## src/rtl/ser_cfg_pkg.sv

```systemverilog
package ser_cfg_pkg;
  localparam int ADDR_W   = 3;
  localparam int WORD_W   = 12;
  localparam int NUM_REGS = 4;
  localparam int IDX_W    = $clog2(WORD_W);
  localparam int SRST_BIT = 0;

  typedef enum logic [1:0] {PH_IDLE, PH_ADDR, PH_DATA} phase_t;
  typedef logic [WORD_W-1:0] word_t;

  function automatic word_t reg_default(input int idx);
    return (idx == 2) ? word_t'(128) : '0;
  endfunction

  function automatic word_t reg_mask(input int idx);
    case (idx)
      0:       return word_t'(12'h00F);
      1:       return word_t'(12'h07F);
      2:       return word_t'(12'h0FF);
      default: return word_t'(12'h3FF);
    endcase
  endfunction
endpackage

```

## src/rtl/ser_cfg_sync.sv

```systemverilog
module ser_cfg_sync #(
  parameter int STAGES = 2
) (
  input  logic clk,
  input  logic rst_n,
  input  logic clk_in,
  input  logic din_in,
  input  logic sel_n_in,
  output logic clk_rise,
  output logic sel_rise,
  output logic sel_fall,
  output logic sel_low,
  output logic din_sync
);
  // vector order: {sel_n, din, clk}
  localparam logic [2:0] IDLE_VAL = 3'b100;

  logic [STAGES-1:0][2:0] stage_q;
  logic [1:0]             prev_q;   // {sel_n, clk}
  logic [2:0]             last;

  assign last = stage_q[STAGES-1];

  always_ff @(posedge clk or negedge rst_n) begin
    if (!rst_n) begin
      stage_q <= {STAGES{IDLE_VAL}};
      prev_q  <= 2'b10;
    end else begin
      stage_q[0] <= {sel_n_in, din_in, clk_in};
      for (int i = 1; i < STAGES; i++) stage_q[i] <= stage_q[i-1];
      prev_q <= {last[2], last[0]};
    end
  end

  assign clk_rise = last[0] & ~prev_q[0];
  assign sel_rise = last[2] & ~prev_q[1];
  assign sel_fall = ~last[2] & prev_q[1];
  assign sel_low  = ~last[2];
  assign din_sync = last[1];
endmodule

```

## src/rtl/ser_cfg_lockout.sv

```systemverilog
module ser_cfg_lockout #(
  parameter int INIT_CYCLES = 1000
) (
  input  logic clk,
  input  logic rst_n,
  output logic done
);
  generate
    if (INIT_CYCLES == 0) begin : g_none
      assign done = 1'b1;
    end else begin : g_count
      localparam int CW = $clog2(INIT_CYCLES + 1);
      logic [CW-1:0] cnt_q, cnt_d;
      logic          done_q, done_d;

      always_comb begin
        cnt_d  = cnt_q;
        done_d = done_q;
        if (!done_q) begin
          cnt_d = cnt_q + CW'(1);
          if (cnt_q == CW'(INIT_CYCLES - 1)) done_d = 1'b1;
        end
      end

      always_ff @(posedge clk or negedge rst_n) begin
        if (!rst_n) begin
          cnt_q  <= '0;
          done_q <= 1'b0;
        end else begin
          cnt_q  <= cnt_d;
          done_q <= done_d;
        end
      end

      assign done = done_q;
    end
  endgenerate
endmodule

```

## src/rtl/ser_cfg_deser.sv

```systemverilog
module ser_cfg_deser
  import ser_cfg_pkg::*;
(
  input  logic              clk,
  input  logic              rst_n,
  input  logic              en,
  input  logic              bit_stb,
  input  logic              frame_open,
  input  logic              frame_live,
  input  logic              din,
  output logic              word_vld,
  output logic [ADDR_W-1:0] word_addr,
  output word_t             word_data,
  output logic [ADDR_W-1:0] tgt_addr
);
  phase_t            phase_q, phase_d;
  logic [IDX_W-1:0]  idx_q, idx_d;
  word_t             acc_q, acc_d;
  logic [ADDR_W-1:0] tgt_q, tgt_d;
  logic              wv_q, wv_d;
  logic [ADDR_W-1:0] wa_q, wa_d;
  word_t             wd_q, wd_d;

  always_comb begin
    phase_d = phase_q;
    idx_d   = idx_q;
    acc_d   = acc_q;
    tgt_d   = tgt_q;
    wv_d    = 1'b0;
    wa_d    = wa_q;
    wd_d    = wd_q;
    if (frame_open) begin
      phase_d = PH_ADDR;
      idx_d   = '0;
      acc_d   = '0;
    end else if (!frame_live) begin
      phase_d = PH_IDLE;
    end else if (bit_stb && en) begin
      case (phase_q)
        PH_ADDR: begin
          acc_d[idx_q] = din;
          if (idx_q == IDX_W'(ADDR_W - 1)) begin
            tgt_d   = acc_d[ADDR_W-1:0];
            phase_d = PH_DATA;
            idx_d   = '0;
            acc_d   = '0;
          end else begin
            idx_d = idx_q + IDX_W'(1);
          end
        end
        PH_DATA: begin
          acc_d[idx_q] = din;
          if (idx_q == IDX_W'(WORD_W - 1)) begin
            wv_d  = 1'b1;
            wa_d  = tgt_q;
            wd_d  = acc_d;
            tgt_d = tgt_q + ADDR_W'(1);
            idx_d = '0;
            acc_d = '0;
          end else begin
            idx_d = idx_q + IDX_W'(1);
          end
        end
        default: ;
      endcase
    end
  end

  always_ff @(posedge clk or negedge rst_n) begin
    if (!rst_n) begin
      phase_q <= PH_IDLE;
      idx_q   <= '0;
      acc_q   <= '0;
      tgt_q   <= '0;
      wv_q    <= 1'b0;
      wa_q    <= '0;
      wd_q    <= '0;
    end else begin
      phase_q <= phase_d;
      idx_q   <= idx_d;
      acc_q   <= acc_d;
      tgt_q   <= tgt_d;
      wv_q    <= wv_d;
      wa_q    <= wa_d;
      wd_q    <= wd_d;
    end
  end

  assign word_vld  = wv_q;
  assign word_addr = wa_q;
  assign word_data = wd_q;
  assign tgt_addr  = tgt_q;
endmodule

```

## src/rtl/ser_cfg_bank.sv

```systemverilog
module ser_cfg_bank
  import ser_cfg_pkg::*;
(
  input  logic                         clk,
  input  logic                         rst_n,
  input  logic                         word_vld,
  input  logic [ADDR_W-1:0]            word_addr,
  input  word_t                        word_data,
  input  logic                         commit,
  input  logic                         clear,
  output logic [NUM_REGS-1:0][WORD_W-1:0] live
);
  logic [NUM_REGS-1:0][WORD_W-1:0] shadow_q, shadow_d;
  logic [NUM_REGS-1:0]             pend_q, pend_d;
  logic [NUM_REGS-1:0][WORD_W-1:0] live_q, live_d;
  logic                            soft_rst;

  assign soft_rst = pend_q[0] & shadow_q[0][SRST_BIT];

  always_comb begin
    shadow_d = shadow_q;
    pend_d   = pend_q;
    live_d   = live_q;
    if (commit) begin
      for (int i = 0; i < NUM_REGS; i++) begin
        if (soft_rst)       live_d[i] = reg_default(i);
        else if (pend_q[i]) live_d[i] = shadow_q[i];
      end
      pend_d = '0;
    end else if (clear) begin
      pend_d = '0;
    end
    if (word_vld) begin
      for (int i = 0; i < NUM_REGS; i++) begin
        if (word_addr == ADDR_W'(i)) begin
          shadow_d[i] = word_data & reg_mask(i);
          pend_d[i]   = 1'b1;
        end
      end
    end
  end

  always_ff @(posedge clk or negedge rst_n) begin
    if (!rst_n) begin
      shadow_q <= '0;
      pend_q   <= '0;
      for (int i = 0; i < NUM_REGS; i++) live_q[i] <= reg_default(i);
    end else begin
      shadow_q <= shadow_d;
      pend_q   <= pend_d;
      live_q   <= live_d;
    end
  end

  assign live = live_q;
endmodule

```

## src/rtl/ser_cfg_regs.sv

```systemverilog
module ser_cfg_regs
  import ser_cfg_pkg::*;
#(
  parameter int SYNC_STAGES = 2,
  parameter int INIT_CYCLES = 1000
) (
  input  logic       clk,
  input  logic       rst_n,
  input  logic       ser_clk,
  input  logic       ser_din,
  input  logic       ser_sel_n,
  output logic       init_done,
  output logic [1:0] pwr_mode,
  output logic       clamp_off,
  output logic       pol_sample,
  output logic       pol_dclk,
  output logic       pol_clamp,
  output logic       pol_blank,
  output logic       out_hiz,
  output logic       latch_open,
  output logic       gray_out,
  output logic [7:0] clamp_lvl,
  output logic [9:0] vga_code
);
  logic                            clk_rise, sel_rise, sel_fall, sel_low, din_sync;
  logic                            word_vld;
  logic [ADDR_W-1:0]               word_addr, tgt_addr;
  word_t                           word_data;
  logic [NUM_REGS-1:0][WORD_W-1:0] live;

  ser_cfg_sync #(.STAGES(SYNC_STAGES)) u_sync (
    .clk(clk), .rst_n(rst_n), .clk_in(ser_clk), .din_in(ser_din), .sel_n_in(ser_sel_n),
    .clk_rise(clk_rise), .sel_rise(sel_rise), .sel_fall(sel_fall), .sel_low(sel_low),
    .din_sync(din_sync)
  );

  ser_cfg_lockout #(.INIT_CYCLES(INIT_CYCLES)) u_lock (
    .clk(clk), .rst_n(rst_n), .done(init_done)
  );

  ser_cfg_deser u_deser (
    .clk(clk), .rst_n(rst_n), .en(init_done), .bit_stb(clk_rise), .frame_open(sel_fall),
    .frame_live(sel_low), .din(din_sync), .word_vld(word_vld), .word_addr(word_addr),
    .word_data(word_data), .tgt_addr(tgt_addr)
  );

  ser_cfg_bank u_bank (
    .clk(clk), .rst_n(rst_n), .word_vld(word_vld), .word_addr(word_addr),
    .word_data(word_data), .commit(sel_rise), .clear(sel_fall), .live(live)
  );

  assign pwr_mode   = live[0][2:1];
  assign clamp_off  = live[0][3];
  assign pol_sample = live[1][0];
  assign pol_dclk   = live[1][1];
  assign pol_clamp  = live[1][2];
  assign pol_blank  = live[1][3];
  assign out_hiz    = live[1][4];
  assign latch_open = live[1][5];
  assign gray_out   = live[1][6];
  assign clamp_lvl  = live[2][7:0];
  assign vga_code   = live[3][9:0];

  logic unused_bits;
  assign unused_bits = ^{live[0][11:4], live[0][0], live[1][11:7], live[2][11:8], live[3][11:10]};
endmodule

```

## config.mk

```make
export PLATFORM = sky130hd
export DESIGN_NAME = ser_cfg_regs
export DESIGN_NICKNAME = d
export VERILOG_FILES = /design/src/rtl/ser_cfg_pkg.sv /design/src/rtl/ser_cfg_sync.sv /design/src/rtl/ser_cfg_lockout.sv /design/src/rtl/ser_cfg_deser.sv /design/src/rtl/ser_cfg_bank.sv /design/src/rtl/ser_cfg_regs.sv
export SDC_FILE = /design/constraint.sdc
export NUM_CORES = 1
export LEC_CHECK = 0
export ABC_CLOCK_PERIOD_IN_PS = 2900
export BUFFER_PORTS_ARGS = -buffer_cell sky130_fd_sc_hd__clkbuf_2
export CORE_MARGIN = 1.5
export CORE_UTILIZATION = 64
export DETAILED_ROUTE_END_ITERATION = 8
export PLACE_DENSITY = 0.84
export SLEW_MARGIN = 20
export SYNTH_ARGS = -nofsm -noshare
export SYNTH_HDL_FRONTEND = slang
export SYNTH_SLANG_ARGS = --single-unit
```

## constraint.sdc

```tcl
create_clock -name clk -period 2.9 [get_ports clk]
set_clock_uncertainty 0.1 [all_clocks]
set_input_delay 0.29 -clock clk [delete_from_list [all_inputs] [get_ports clk]]
set_output_delay 0.29 -clock clk [all_outputs]
set_load 0.02 [all_outputs]
```

=== Word-level counts from Yosys, hierarchy flattened ===
Index checks and enable logic that the tools add are counted.

* Logic and storage cells: 127
* RAM bits: 0
* Memory bits (read-only): 0
* Input port bits: 5
* Memories kept: 0
* Latch bits: 0
* Register bits after elaboration: 116
* Output and inout bits: 29

* Reductions and logical operators: 25
* Magnitude comparators: 2
* Shift-type cells: 0
* Bitwise operators: 12
* Multiply operators: 0
* Add/sub/neg operators: 3
* Divide/modulo/power cells: 0
* Mux-type cells: 53
* Equality and inequality tests: 11

{| class="wikitable"
|+ Operators by type and width
! operator !! count
|-
| $mux 12 || 5
|-
| $mux 4 || 12
|-
| $mux 10 || 4
|-
| $mux 8 || 4
|-
| $mux 7 || 4
|-
| $pmux 12 s2 || 1
|-
| $reduce_and 2->1 || 8
|-
| $bwmux 12 || 1
|-
| $mux 1 || 12
|-
| $reduce_bool 2->1 || 6
|-
| $reduce_bool 3->1 || 4
|-
| $add 10x1->10 const B || 1
|-
| $and 10x10->10 || 1
|-
| $eq 10x10->1 const B || 1
|-
| $mux 2 || 5
|-
| $and 8x8->8 || 1
|-
| $pmux 4 s2 || 1
|-
| $and 7x7->7 || 1
|-
| $eq 3x2->1 const B || 2
|-
| $mux 3 || 2
|-
| $pmux 3 s2 || 1
|-
| $reduce_and 3->1 || 2
|-
| $reduce_and 6->1 || 1
|-
| $lt 4x5->1 const B || 1
|-
| 17 further kinds || 25
|}

=== Logic depth before layout (Yosys ltp) ===
Gate-level depths: netlist (run 1).

* Depth after elaboration: 10
* Gate-level depth with buffers: 7
* Depth with buffers taken out: 6

=== Hierarchy ===
A second synthesis (run 1) with hierarchy kept.

* Cell total of the unflattened synthesis: 499
* Area, all modules: 5,539.1 um^2

{| class="wikitable"
|+ By module, submodules not included
! module !! sequential area each (um^2) !! area an instance (um^2) !! cells an instance !! instances
|-
| ser_cfg_bank || 1,552.7 || 2,844.0 || 249 || 1
|-
| ser_cfg_deser || 900.9 || 1,953.1 || 197 || 1
|-
| ser_cfg_lockout || 275.3 || 513.0 || 41 || 1
|-
| ser_cfg_sync || 203.9 || 229.0 || 12 || 1
|}

=== Least setup slack after synthesis (run 1) ===
No wires, ideal clock.

* Kind: register to register
* Start point: register u_deser.idx_q[0]
* End point: register u_deser.tgt_q[2], in the netlist u_deser.tgt_addr[2]
* Clock period less this slack: 1,916 ps
* Buffers on the path: 0
* Stages on the path, launching flop included: 7
* Arrival: 1,692 ps
* Library setup time: 124 ps
* Data required time: 2,676 ps
* Path slack: 984 ps
* Cells stage by stage: dfrtp_1 > inv_1 > ha_1 > nor3b_1 > nand2b_1 > nand3_1 > a211o_1

* Word-level cells in the longest chain between the ends: 7
* Elaborated cells between the ends (all ways): 13
* Classes of those cells: order compare (2); eq/ne (4); mux (5); reduce/logical (2)

{| class="wikitable"
|+ Ends and longest elaborated chain
! item !! line !! source
|-
| from (decl) || ser_cfg_deser.sv:17 || <nowiki>logic [IDX_W-1:0] idx_q, idx_d;</nowiki>
|-
| from (signal assigned) || ser_cfg_deser.sv:80 || <nowiki>idx_q <= idx_d;</nowiki>
|-
| $lt 4x5->1 (not written as such) / $ge 4x1->1 (equally long branches) || ser_cfg_deser.sv:41 || <nowiki>acc_d[idx_q] = din;</nowiki>
|-
| $logic_and 1x1->1 (not written as such) || ser_cfg_deser.sv:41 ||
|-
| $mux 1 (not written as such) || ser_cfg_deser.sv:41 ||
|-
| $demux 1 s4 || - ||
|-
| $bwmux 12 || ser_cfg_deser.sv:41 ||
|-
| $mux 3 || ser_cfg_deser.sv:42 || <nowiki>if (idx_q == IDX_W'(ADDR_W - 1)) begin</nowiki>
|-
| $pmux 3 s2 || ser_cfg_deser.sv:39 || <nowiki>case (phase_q)</nowiki>
|-
| to (signal assigned) || ser_cfg_deser.sv:82 || <nowiki>tgt_q <= tgt_d;</nowiki>
|-
| to (decl) || ser_cfg_deser.sv:19 || <nowiki>logic [ADDR_W-1:0] tgt_q, tgt_d;</nowiki>
|}

Several ways; a longest one is shown, not always the timed one. The select of a mux whose other input is x is not followed.
A chain may end at the register's enable or synchronous reset.

=== Worst setup path in the final report (run 1) ===
* Start point: register u_deser.idx_q[0]
* End point: register u_deser.idx_q[3]

* Word-level cells in the longest chain between the ends: 6
* Elaborated cells between the ends (all ways): 9
* Classes of those cells: add/sub (1); eq/ne (2); mux (6)

{| class="wikitable"
|+ Ends and longest elaborated chain
! item !! line !! source
|-
| $add 4x1->4 (tied with other cells) || ser_cfg_deser.sv:48, ser_cfg_deser.sv:61 ||
|-
| $mux 4 (on tied branches) || ser_cfg_deser.sv:53, ser_cfg_deser.sv:42 ||
|-
| $pmux 4 s2 * || ser_cfg_deser.sv:39 ||
|-
| $mux 4 * || ser_cfg_deser.sv:38 || <nowiki>end else if (bit_stb && en) begin</nowiki>
|-
| $mux 4 * || ser_cfg_deser.sv:36 || <nowiki>end else if (!frame_live) begin</nowiki>
|-
| $mux 4 * || ser_cfg_deser.sv:32 || <nowiki>if (frame_open) begin</nowiki>
|}

Mark *: on every way between the ends. The rest lies on a longest branch, timed or not. The select of a mux whose other input is x is not followed.

==> summary.md, run 1 <==
| Metric | Value |
|---|---|
| Core area | slightly above 0.007 mm^2 |
| Root buf cell | clkbuf_8 |
| Arrival time at the worst endpoint | 2.56 ns |
| Critical path buffer and inverter count | 1 |
| Final setup violation count | 0 |
| Final Critical Period | 2.27 ns |
| Syn. warnings | 0 |
| Sink Count | 113 |
| Syn-to-layout area delta | 19.5% |
| Final ANT Viol Nets | 0 |
| Netlist Area Pre-Place | 0.00480 mm^2 |
| Synthesized flop and latch total | 113 |
| Most Crowded Layer GR | met2 |
| Tightest Pin Transition | 0.918 ns |
| First-pass GRT wire length | between 15000 and 20000 um |
| CTS tree | yes |
| Initial Utilization | 66.1% |
| DRT iter0 DRCs | 211 |
| Reg2reg path depth | 6 |
| CTS Buffer Depth | 2 |
| Net Sw Power | 805 uW |
| Post-DR vias/cell | between 5 and 6 |
| All-Layer GR Usage | 27.7% |
| Routed Wire Length | around 9900 um |
| DIE WIDTH | 89.6 um |
| Required @ worst endpoint | 3.19 ns |
| Leak | ~0.0028 uW |
| Number of flops mapped to enable cells by yosys | 0 |
| Dpl hpwl | 6070 um |
| Hold Violations, Final | 0 |
| Top Ports | 34 |
| Worst-path maximum fanout | 11 |
| Outcome | finished, final reports clean |
| GR Util met1 | between 30% and 40% |
| Finished Core Util | 79.0% |
| Most frequent cells in the layout | 109 x dfrtp_1, 84 x nand2_1, 45 x o21ai_0 |
| Ratio of cells with drive above 1 in the final layout | 24.5% |
| Mean Syn Cell Area | 11.4 um^2 |
| Final worst path period share | 78.2% |
| Clock Pin Slew Worst Setup and Hold Paths | 0.06 ns |
| Num rows | 31 |
| Worst vdd ir | 0.000505 V |
| Initial antenna violation count | 0 |
| Comb power frac | 1.7% |
| Crit path capture | u_deser.idx_q[3] |
| Startpoint types | flop |
| Filler cell count | between 400 and 500 |
| CP Launch Point | u_deser.idx_q[0] |
| Post-synthesis net count | approximately 440 |
| Worst hold path class | flop to flop |
| Largest net degree at the start of global routing | 56 |
| Worst reg2reg path endpoint | u_deser.idx_q[3] |
| Die H | 89.6 um |
| Die Area | 0.00802 mm^2 |
| Clk pwr share | approximately 56% |
| Crit-path slowest cell | dfrtp_1 |
| Int Pwr | 2940 uW |
| FMAX | about 0.44 GHz |
| Worst path depth | 6 |
| DRC | 0 |
| Largest delay share family, worst path | compound AO/OA/AOI/OAI gates |
| ANT cells | 0 |
| Post-Syn Instances | 422 |
| Worst r2r src | u_deser.idx_q[0] |
| TNS Setup | 0 ns |
| Sequential share of power | 42.5% |
| Crit. End Element | flop |
| Port-buffer cells | 33 |
| Max-Cap Viols | 0 |
| DR WL/cell | 17.0 um |
| H-tree levels | 4 |
| R2R Setup Slk | between 0.6 and 0.7 ns |
| PostCTS Resize Cnt | 0 |
| Synth cell types | between 40 and 50 |
| Grt ovf | 0 |
| GP Congestion | between 0.8 and 0.9 |
| DR pass1 iterations | 4 |
| PwrDens | 654 mW/mm^2 |
| Post-DP Area | 0.00508 mm^2 |
| GR Util met3 | 6.58% |
| Cell area after layout | 0.00573 mm^2 |
| Total CTS buffers | 17 |
| Switch share | a little over a fifth |
| Vias in the first global route | 3374 |
| Max incr delay on CP | 0.46 ns |
| Rel. slew slack | about two fifths |
| Vias | about 3.3k |
| Clk Latency, worst-skew pair | ~0.51 ns |
| Max Transition Viols Final | 0 |
| CP Class | flop to flop |
| Commonest non-fill, non-tap cell in the layout | dfrtp_1 |
| Grt met2 use | 46.6% |
| WHS | 0.253 ns |
| RSZ-0062 raised after global routing | no |
| Final nets | 485 |
| Sequential share of the synthesized area | between 50% and 60% |
| Critical-path cell list | inv_1 > ha_1 > or3b_1 > a21o_1 > a31o_2 > a22o_1 |
| Top FF cell, synth | dfrtp_1 |
| Synth async-reset ratio | 100% |
| Total power | around 3700 uW |
-- per-stage QoR --
step	std cells	worst slack (ns)
5_1_grt	581	0.499
4_1_cts	581	0.645
2_1_floorplan	422	0.984
3_3_place_gp	545	0.834
6_report	581	0.632
3_5_place_dp	545	0.693
-- logic make-up after synthesis --
kind of cell / synth area share (%)
AOI/OAI and AO/OA: 9.91
buffers and inverters: 2.66
xor gates and xnor gates: 1.64
adders and majority gates: 2.87
and+or+nand+nor: 13.4
muxes: 10.5
DFF: 59.1
-- synthesized netlist by cell type, types with 2 or more instances --
cell type	n	area share [%]
a21o_1	5	0.78
a22o_1	2	0.37
a31oi_1	9	1.2
buf_2	3	0.31
clkbuf_1	15	1.2
dfrtp_1	109	57
dfstp_2	4	2.2
ha_1	11	2.9
inv_1	13	1.0
mux2_2	35	8.2
mux2i_1	11	2.3
nand2_1	84	6.6
nand2b_1	6	0.78
nand3_1	7	0.73
nand4_1	2	0.26
nand4b_1	3	0.55
nor2_1	8	0.63
nor2b_1	4	0.52
nor3b_1	4	0.63
nor4bb_1	4	0.83
o21ai_0	46	4.8
o22ai_1	7	0.91
xnor2_1	6	1.1
xor2_1	3	0.55
-- repair_timing --
item,4_1_cts,5_1_grt
hold buffers,4,0
setup buffers,0,0
endpoints found under the hold margin,51,0
-- final cells by class --
type	count	area (um^2)	share of cell area (%)
Timing Repair Buffer	47	283	4.93
Clock buffer	18	428	7.47
Multi-Input combinational cell	277	1840	32.1
Tap cell	99	124	2.16
Sequential cell	113	2830	49.4
Inverter	13	48.8	0.852
Clock inverter	14	178	3.10
-- state kept, by name, summed over array words and instances (netlist names), 3 cells and up --
| signal | flops |
|---|---|
| u_bank.live | 28 |
| u_lock.g_count.cnt_q | 10 |
| u_deser.idx_q | 4 |
| u_deser.acc_q | 10 |
| u_deser.word_data | 10 |
| u_deser.word_addr | 3 |
| u_bank.shadow_q | 29 |
| u_deser.tgt_addr | 3 |
| u_bank.pend_q | 4 |
| u_sync.last | 3 |
| u_sync.stage_q | 3 |
-- routing by layer --
layer / vias to the layer above / wire length, um
met1: 1640 / 4270
met2: 77 / 5170
met5: - / 0
li1: 1560 / -
met3: 15 / 320
met4: 0 / 138
-- how the worst min path moves through the flow --
stage	startpoint	end	slack, ns	depth (start not counted)
CTS	u_sync.stage_q[1]	u_sync.last[1]	0.26	0
global placement	u_sync.stage_q[0]	u_sync.last[0]	0.23	0
finish	u_sync.stage_q[1]	u_sync.last[1]	0.25	0
floorplan	rst_n	u_bank.live[12]	-0.11	0
detailed placement	u_sync.stage_q[1]	u_sync.last[1]	0.24	0
global route	u_sync.stage_q[1]	u_sync.last[1]	0.26	0
-- power by group through the flow --
stage | clock network [uW] | logic, uW | registers, uW
floorplan | 0 | 19.8 | 1620
global placement | 0 | 57.7 | 1620
detailed placement | 0 | 59.2 | 1620
CTS | 2110 | 63.7 | 1590
global route | 2190 | 72.2 | 1590
finish | 2090 | 62.0 | 1590
Power figures use the tool's default switching activity.
==> inputs of run 2 (changes only) <==
--- a/config.mk
+++ b/config.mk
@@ -5,12 +5,12 @@
 export SDC_FILE = /design/constraint.sdc
 export NUM_CORES = 1
 export LEC_CHECK = 0
-export ABC_CLOCK_PERIOD_IN_PS = 2900
+export ABC_CLOCK_PERIOD_IN_PS = 2130
 export BUFFER_PORTS_ARGS = -buffer_cell sky130_fd_sc_hd__clkbuf_2
 export CORE_MARGIN = 1.5
-export CORE_UTILIZATION = 64
+export CORE_UTILIZATION = 60
 export DETAILED_ROUTE_END_ITERATION = 8
-export PLACE_DENSITY = 0.84
+export PLACE_DENSITY = 0.79
 export SLEW_MARGIN = 20
 export SYNTH_ARGS = -nofsm -noshare
 export SYNTH_HDL_FRONTEND = slang
==> constraint.sdc (replaced) <==
create_clock -name clk -period 2.13 [get_ports clk]
set_clock_uncertainty 0.1 [all_clocks]
set_input_delay 0.213 -clock clk [delete_from_list [all_inputs] [get_ports clk]]
set_output_delay 0.213 -clock clk [all_outputs]
set_load 0.02 [all_outputs]
==> run 2 against run 1 <==
  * Maximum frequency increased by 14%
  * Total power increased by 35%
  * Highest routed layer unchanged
  * Sequential power increased by 36%
  * First-iteration DRC count decreased by 36%
  * Sequential share of layout area decreased by 0.67 points
  * Combinational power increased by 38%
  * Critical endpoint is now u_deser.acc_q[4]
  * Via count increased by 1.2%
  * Die area increased by 6.4%
==> summary.md, run 2 (synthesized netlist as in run 1, its figures left out) <==
| Metric | Value |
|---|---|
| Final Critical Period | 1.98 ns |
| DRT iter0 DRCs | roughly 140 |
| Total power | around 5000 uW |
| GP Congestion | 0.841 |
| Routed Wire Length | 9350 um |
| Num rows | 32 |
| Post-DR vias/cell | roughly 5.6 |
| Rel. slew slack | 62.3% |
| Most frequent cells in the layout | 109 x dfrtp_1, 84 x nand2_1, 45 x o21ai_0 |
| DIE WIDTH | around 92 um |
| FMAX | 0.504 GHz |
| CTS Buffer Depth | 2 |
| Comb power frac | under 10% |
| Root buf cell | clkbuf_8 |
| Max FFs per register | 29 |
| Ratio of cells with drive above 1 in the final layout | 26.1% |
| All-Layer GR Usage | about a quarter |
| TNS Setup | 0 ns |
| Largest net degree at the start of global routing | 45 |
| Initial Utilization | between 60% and 70% |
| CTS tree | yes |
| Switch share | 21.6% |
| Startpoint types | flop |
| Total CTS buffers | 17 |
| RSZ-0062 raised after global routing | no |
| Crit path capture | u_deser.acc_q[4] |
| Port-buffer cells | 33 |
| Setup Buffers After CTS | 0 |
| Worst hold path class | primary input to async pin |
| Top Ports | 34 |
| Pre-CTS WS | 0.155 ns |
| R2R Setup Slk | approximately 0.15 ns |
| Net Sw Power | 1090 uW |
| DR WL/cell | 15.8 um |
| DR pass1 iterations | 4 |
| H-tree levels | 4 |
| Leak | ~0.0028 uW |
| Die Area | about 0.0085 mm^2 |
| Hold Violations, Final | 0 |
| Clk Latency, worst-skew pair | 0.52 ns |
| Die H | 92.4 um |
| CP Launch Point | u_deser.idx_q[1] |
| Reg2reg path depth | 6 |
| CP Class | flop to flop |
| Vias | 3333 |
| Final worst path period share | roughly 93% |
| Worst r2r src | u_deser.idx_q[1] |
| Crit. End Element | flop |
| PwrDens | 871 mW/mm^2 |
| Grt ovf | 0 |
| Clk pwr share | 55.4% |
| Dpl hpwl | 5870 um |
| Final setup violation count | 0 |
| Finished Core Util | 75.2% |
| Worst-path maximum fanout | 7 |
| Sequential share of power | between 40 and 50% |
| Max-Cap Viols | 0 |
| Initial antenna violation count | 0 |
| Outcome | finished, final reports clean |
| Max Transition Viols Final | 0 |
| Commonest non-fill, non-tap cell in the layout | dfrtp_1 |
| Setup ws final | 0.148 ns |
| Biggest register | u_bank.shadow_q |
| Required @ worst endpoint | between 2 and 2.5 ns |
| Final nets | 494 |
| Arrival time at the worst endpoint | ~2.3 ns |
| ANT cells | 0 |
| WHS | about 0.14 ns |
| Clock Pin Slew Worst Setup and Hold Paths | 0.06 ns |
| Worst vdd ir | 0.000659 V |
| First-pass GRT wire length | approximately 16000 um |
| Worst reg2reg path endpoint | u_deser.acc_q[4] |
| Vias in the first global route | 3187 |
| Int Pwr | between 3000 and 4000 uW |
| Final ANT Viol Nets | 0 |
| Tightest Pin Transition | 0.565 ns |
| Syn-to-layout area delta | 21.1% |
| Sink Count | 113 |
| Core area | between 0.007 and 0.008 mm^2 |
| DRC | 0 |
[run 2: cell count changes in the layout (fill, tap and decap cells not counted)]
cell,change
inv_6,-2
clkinvlp_4,+2
ha_1,-1
clkbuf_8,-1
buf_12,+1
ha_2,+1
clkinv_4,+1
buf_4,+8
[run 2: critical path, cell delays in order (launching register included)]
cell	delay, ns
dfrtp_1	0.44
ha_1	0.24
or3b_1	0.35
a21o_1	0.24
buf_4	0.18
a31oi_1	0.19
o22ai_1	0.12
[run 2: power groups by stage]
stage | registers, uW | logic [uW] | clock network (uW)
global route | 2170 | 98.4 | 2930
floorplan | 2200 | 27.0 | 0
global placement | 2210 | 81.1 | 0
CTS | 2170 | 88.9 | 2840
finish | 2170 | 85.4 | 2810
detailed placement | 2210 | 82.9 | 0
[run 2: worst min path at each step]
| stage | start | end | slack, ns | cells past startpoint |
|---|---|---|---|---|
| detailed placement | rst_n | u_bank.live[37] | 0.14 | 1 |
| CTS | rst_n | u_bank.live[29] | 0.14 | 2 |
| global route | rst_n | u_bank.live[28] | 0.18 | 2 |
| global placement | rst_n | u_bank.live[39] | 0.14 | 1 |
| floorplan | rst_n | u_bank.live[12] | -0.18 | 0 |
| finish | rst_n | u_bank.shadow_q[39] | 0.14 | 2 |
[run 2: area by class of cell]
type,count,area (um^2)
clock inverter,15,184
clock buffer,17,414
tap,102,128
timing repair buffer,56,363
inverter,13,48.8
fill,494,1920
sequential,113,2830
multi-input combinational,277,1840
[run 2: per-stage QoR]
step / instances / area [um^2]
floorplan: 422 / 4800
global placement: 557 / 5170
detailed placement: 557 / 5170
CTS: 593 / 5810
global route: 593 / 5810
finish: 593 / 5810
[run 2: routing by layer]
| layer | GRT usage [%] | up-vias | share of wire, % |
|---|---|---|---|
| li1 | - | 1582 | - |
| met1 | 30.0 | 1660 | 44 |
| met2 | 40.3 | 79 | 51 |
| met3 | 6.08 | 12 | 3.8 |
| met4 | 9.62 | 0 | 1.4 |
| met5 | 0 | - | 0 |
[run 2: timing repair]
item	in CTS	in global routing
gates resized for setup	0	1
endpoints found under the hold margin	44	0
hold buffers	4	0
endpoints found under the setup margin	0	1
==> inputs of run 3 (changes only) <==
--- a/config.mk
+++ b/config.mk
@@ -5,12 +5,12 @@
 export SDC_FILE = /design/constraint.sdc
 export NUM_CORES = 1
 export LEC_CHECK = 0
-export ABC_CLOCK_PERIOD_IN_PS = 2130
+export ABC_CLOCK_PERIOD_IN_PS = 1700
 export BUFFER_PORTS_ARGS = -buffer_cell sky130_fd_sc_hd__clkbuf_2
 export CORE_MARGIN = 1.5
-export CORE_UTILIZATION = 60
+export CORE_UTILIZATION = 54
 export DETAILED_ROUTE_END_ITERATION = 8
-export PLACE_DENSITY = 0.79
+export PLACE_DENSITY = 0.75
 export SLEW_MARGIN = 20
 export SYNTH_ARGS = -nofsm -noshare
 export SYNTH_HDL_FRONTEND = slang
==> constraint.sdc (replaced) <==
create_clock -name clk -period 1.7 [get_ports clk]
set_clock_uncertainty 0.1 [all_clocks]
set_input_delay 0.17 -clock clk [delete_from_list [all_inputs] [get_ports clk]]
set_output_delay 0.17 -clock clk [all_outputs]
set_load 0.02 [all_outputs]
==> run 3 against run 2 <==
  * The flow now finishes with violations (setup timing)
  * Sequential share of layout area is 4.0 points lower
  * Maximum frequency is 6.3% higher
  * Final cell count is 6.2% higher
  * Register-to-register slack worse by 0.31 ns
  * Combinational power is 83% higher
  * Final area is 9.2% higher
  * Sequential power is 25% higher
  * Utilization is 2.1 points lower
  * Non-clock buffer count is 31 higher
  * Critical path depth stayed put
  * Clock power is 33% higher
  * Critical path type unchanged
==> summary.md, run 3 (synthesized netlist as in run 1, its figures left out) <==
| Metric | Value |
|---|---|
| Clk Latency, worst-skew pair | about 0.51 ns |
| DIE WIDTH | 97.3 um |
| Num rows | 34 |
| Biggest register | u_bank.shadow_q |
| Final Critical Period | between 1.5 and 2 ns |
| Rel. slew slack | 64.9% |
| ANT cells | 0 |
| Failing checks | setup timing |
| Setup ws final | -0.164 ns |
| Worst-path maximum fanout | 10 |
| Register Area | about 0.0028 mm^2 |
| Largest net degree at the start of global routing | 41 |
| DR WL/cell | 16.1 um |
| Initial Utilization | 55.3% |
| Die H | 97.3 um |
| Finished Core Util | roughly three quarters |
| Root buf cell | clkbuf_8 |
| Wire length on met2 | 5190 um |
| Max FFs per register | 29 |
| Leak | 0.00303 uW |
| Arrival time at the worst endpoint | 2.15 ns |
| Port-buffer cells | 33 |
| Startpoint types | flop |
| Max-Cap Viols | 0 |
| Final ANT Viol Nets | 0 |
| FMAX | 0.536 GHz |
| Total power | 6610 uW |
| Final worst path period share | 110% |
| PwrDens | between 1000 and 1500 mW/mm^2 |
| Ratio of cells with drive above 1 in the final layout | between 30% and 40% |
| Total CTS buffers | 17 |
| Dpl hpwl | 6420 um |
| H-tree levels | 4 |
| Post-DR vias/cell | between 5 and 6 |
| RSZ-0062 raised after global routing | yes |
| Vias in the first global route | between 3k and 4k |
| First-pass GRT wire length | 16700 um |
| Vias | 3444 |
| Core area | 0.00868 mm^2 |
| Required @ worst endpoint | 1.98 ns |
| CP Class | flop to flop |
| CTS tree | yes |
| All-Layer GR Usage | about 22% |
| Clock Pin Slew Worst Setup and Hold Paths | around 0.06 ns |
| DR top layer | met4 |
| CTS Buffer Depth | 2 |
| Post-DP Area | 0.00548 mm^2 |
| Sink Count | 113 |
| Worst hold path class | primary input to async pin |
| Crit. End Element | flop |
| Cell area after layout | between 0.006 and 0.007 mm^2 |
| Top Ports | 34 |
| DR pass1 iterations | 4 |
| DRT iter0 DRCs | 145 |
| GP Congestion | just over 0.8 |
| Area occupied by multi-input gates | 0.00205 mm^2 |
| Most frequent cells in the layout | 103 x dfrtp_1, 82 x nand2_1, 44 x buf_4 |
| Tightest Pin Transition | 0.527 ns |
| Grt ovf | 0 |
| Die Area | 0.00946 mm^2 |
| Final setup violation count | 18 |
| Worst vdd ir | around 0.00075 V |
| WL met1 | 4520 um |
| Met3 Routed Length | 344 um |
| DRC | 0 |
| Outcome | finished, violations left |
| Max Transition Viols Final | 0 |
| Syn-to-layout area delta | 32.2% |
| Pre-CTS WS | -0.164 ns |
| Initial antenna violation count | 0 |
| Commonest non-fill, non-tap cell in the layout | dfrtp_1 |
| Final nets | 525 |
| Filler cell count | 586 |
| Routed Wire Length | 10200 um |
| Hold Violations, Final | 0 |
[run 3: cell count changes in the layout (fill, tap and decap cells not counted), moves of 4 or more]
cell | before | now
dfrtp_1 | 109 | 103
o21ai_0 | 45 | 41
nor3b_1 | 4 | 0
dfrtp_2 | 0 | 6
buf_4 | 19 | 44
a31oi_1 | 9 | 5
[run 3: area by class of cell]
type | instances | share of cell area, %
clock buffer | 18 | 6.75
clock inverter | 14 | 3.22
inverter | 13 | 0.769
multi-input combinational | 277 | 32.3
sequential | 113 | 44.8
tap | 108 | 2.13
timing repair buffer | 87 | 10.1
[run 3: power by group]
group	switching [uW]	internal [uW]	leakage [uW]	total (uW)
Combinational	95.8	59.8	0.00120	156
Clock	1290	2440	0.000299	3730
Sequential	16.2	2710	0.00153	2720
Total	1410	5200	0.00303	6610
[run 3: repair_timing]
item / in CTS / in global routing
gates cloned: 0 / 1
endpoints found under the setup margin: 19 / 59
gates resized for setup: 19 / 16
endpoints found under the hold margin: 115 / 0
hold buffers: 4 / 0
pin swaps: 4 / 11
setup buffers: 0 / 2
[run 3: metal layers]
| metal | vias to the layer above | global-route usage [%] |
|---|---|---|
| met1 | 1705 | 28.9 |
| met2 | 89 | 37.0 |
| met5 | - | 0 |
| li1 | 1636 | - |
| met3 | 14 | 5.68 |
| met4 | 0 | 6.37 |
[run 3: path summary, 6_finish.rpt]
path | startpoint | to | slack [ns] | cells after the start
min in group clk | ser_sel_n | u_sync.stage_q[2] | 0.20 | 2
max reg2reg | u_deser.phase_q[1] | u_deser.acc_q[4] | -0.16 | 6
max | u_deser.phase_q[1] | u_deser.acc_q[4] | -0.16 | 6
max in group asynchronous | rst_n | u_bank.live[31] | 0.81 | 3
min reg2reg | u_sync.stage_q[1] | u_sync.last[1] | 0.25 | 0
min | rst_n | u_bank.live[40] | 0.07 | 2
[run 3: through the flow]
stage / TNS [ns] / cells / hold WS, ns
finish: -1.84 / 630 / 0.0733
global route: -2.69 / 630 / 0.134
CTS: -1.50 / 627 / 0.0864
detailed placement: -1.91 / 591 / 0.0868
global placement: -0.615 / 591 / 0.0821
floorplan: -0.673 / 422 / -0.226
[run 3: critical path, cell delays in order (launching register included)]
cell and delay [ns]:
dfrtp_2 0.45, ha_4 0.18, or3b_1 0.36, a21o_1 0.19, buf_6 0.16, a31oi_1 0.19
o22ai_1 0.10
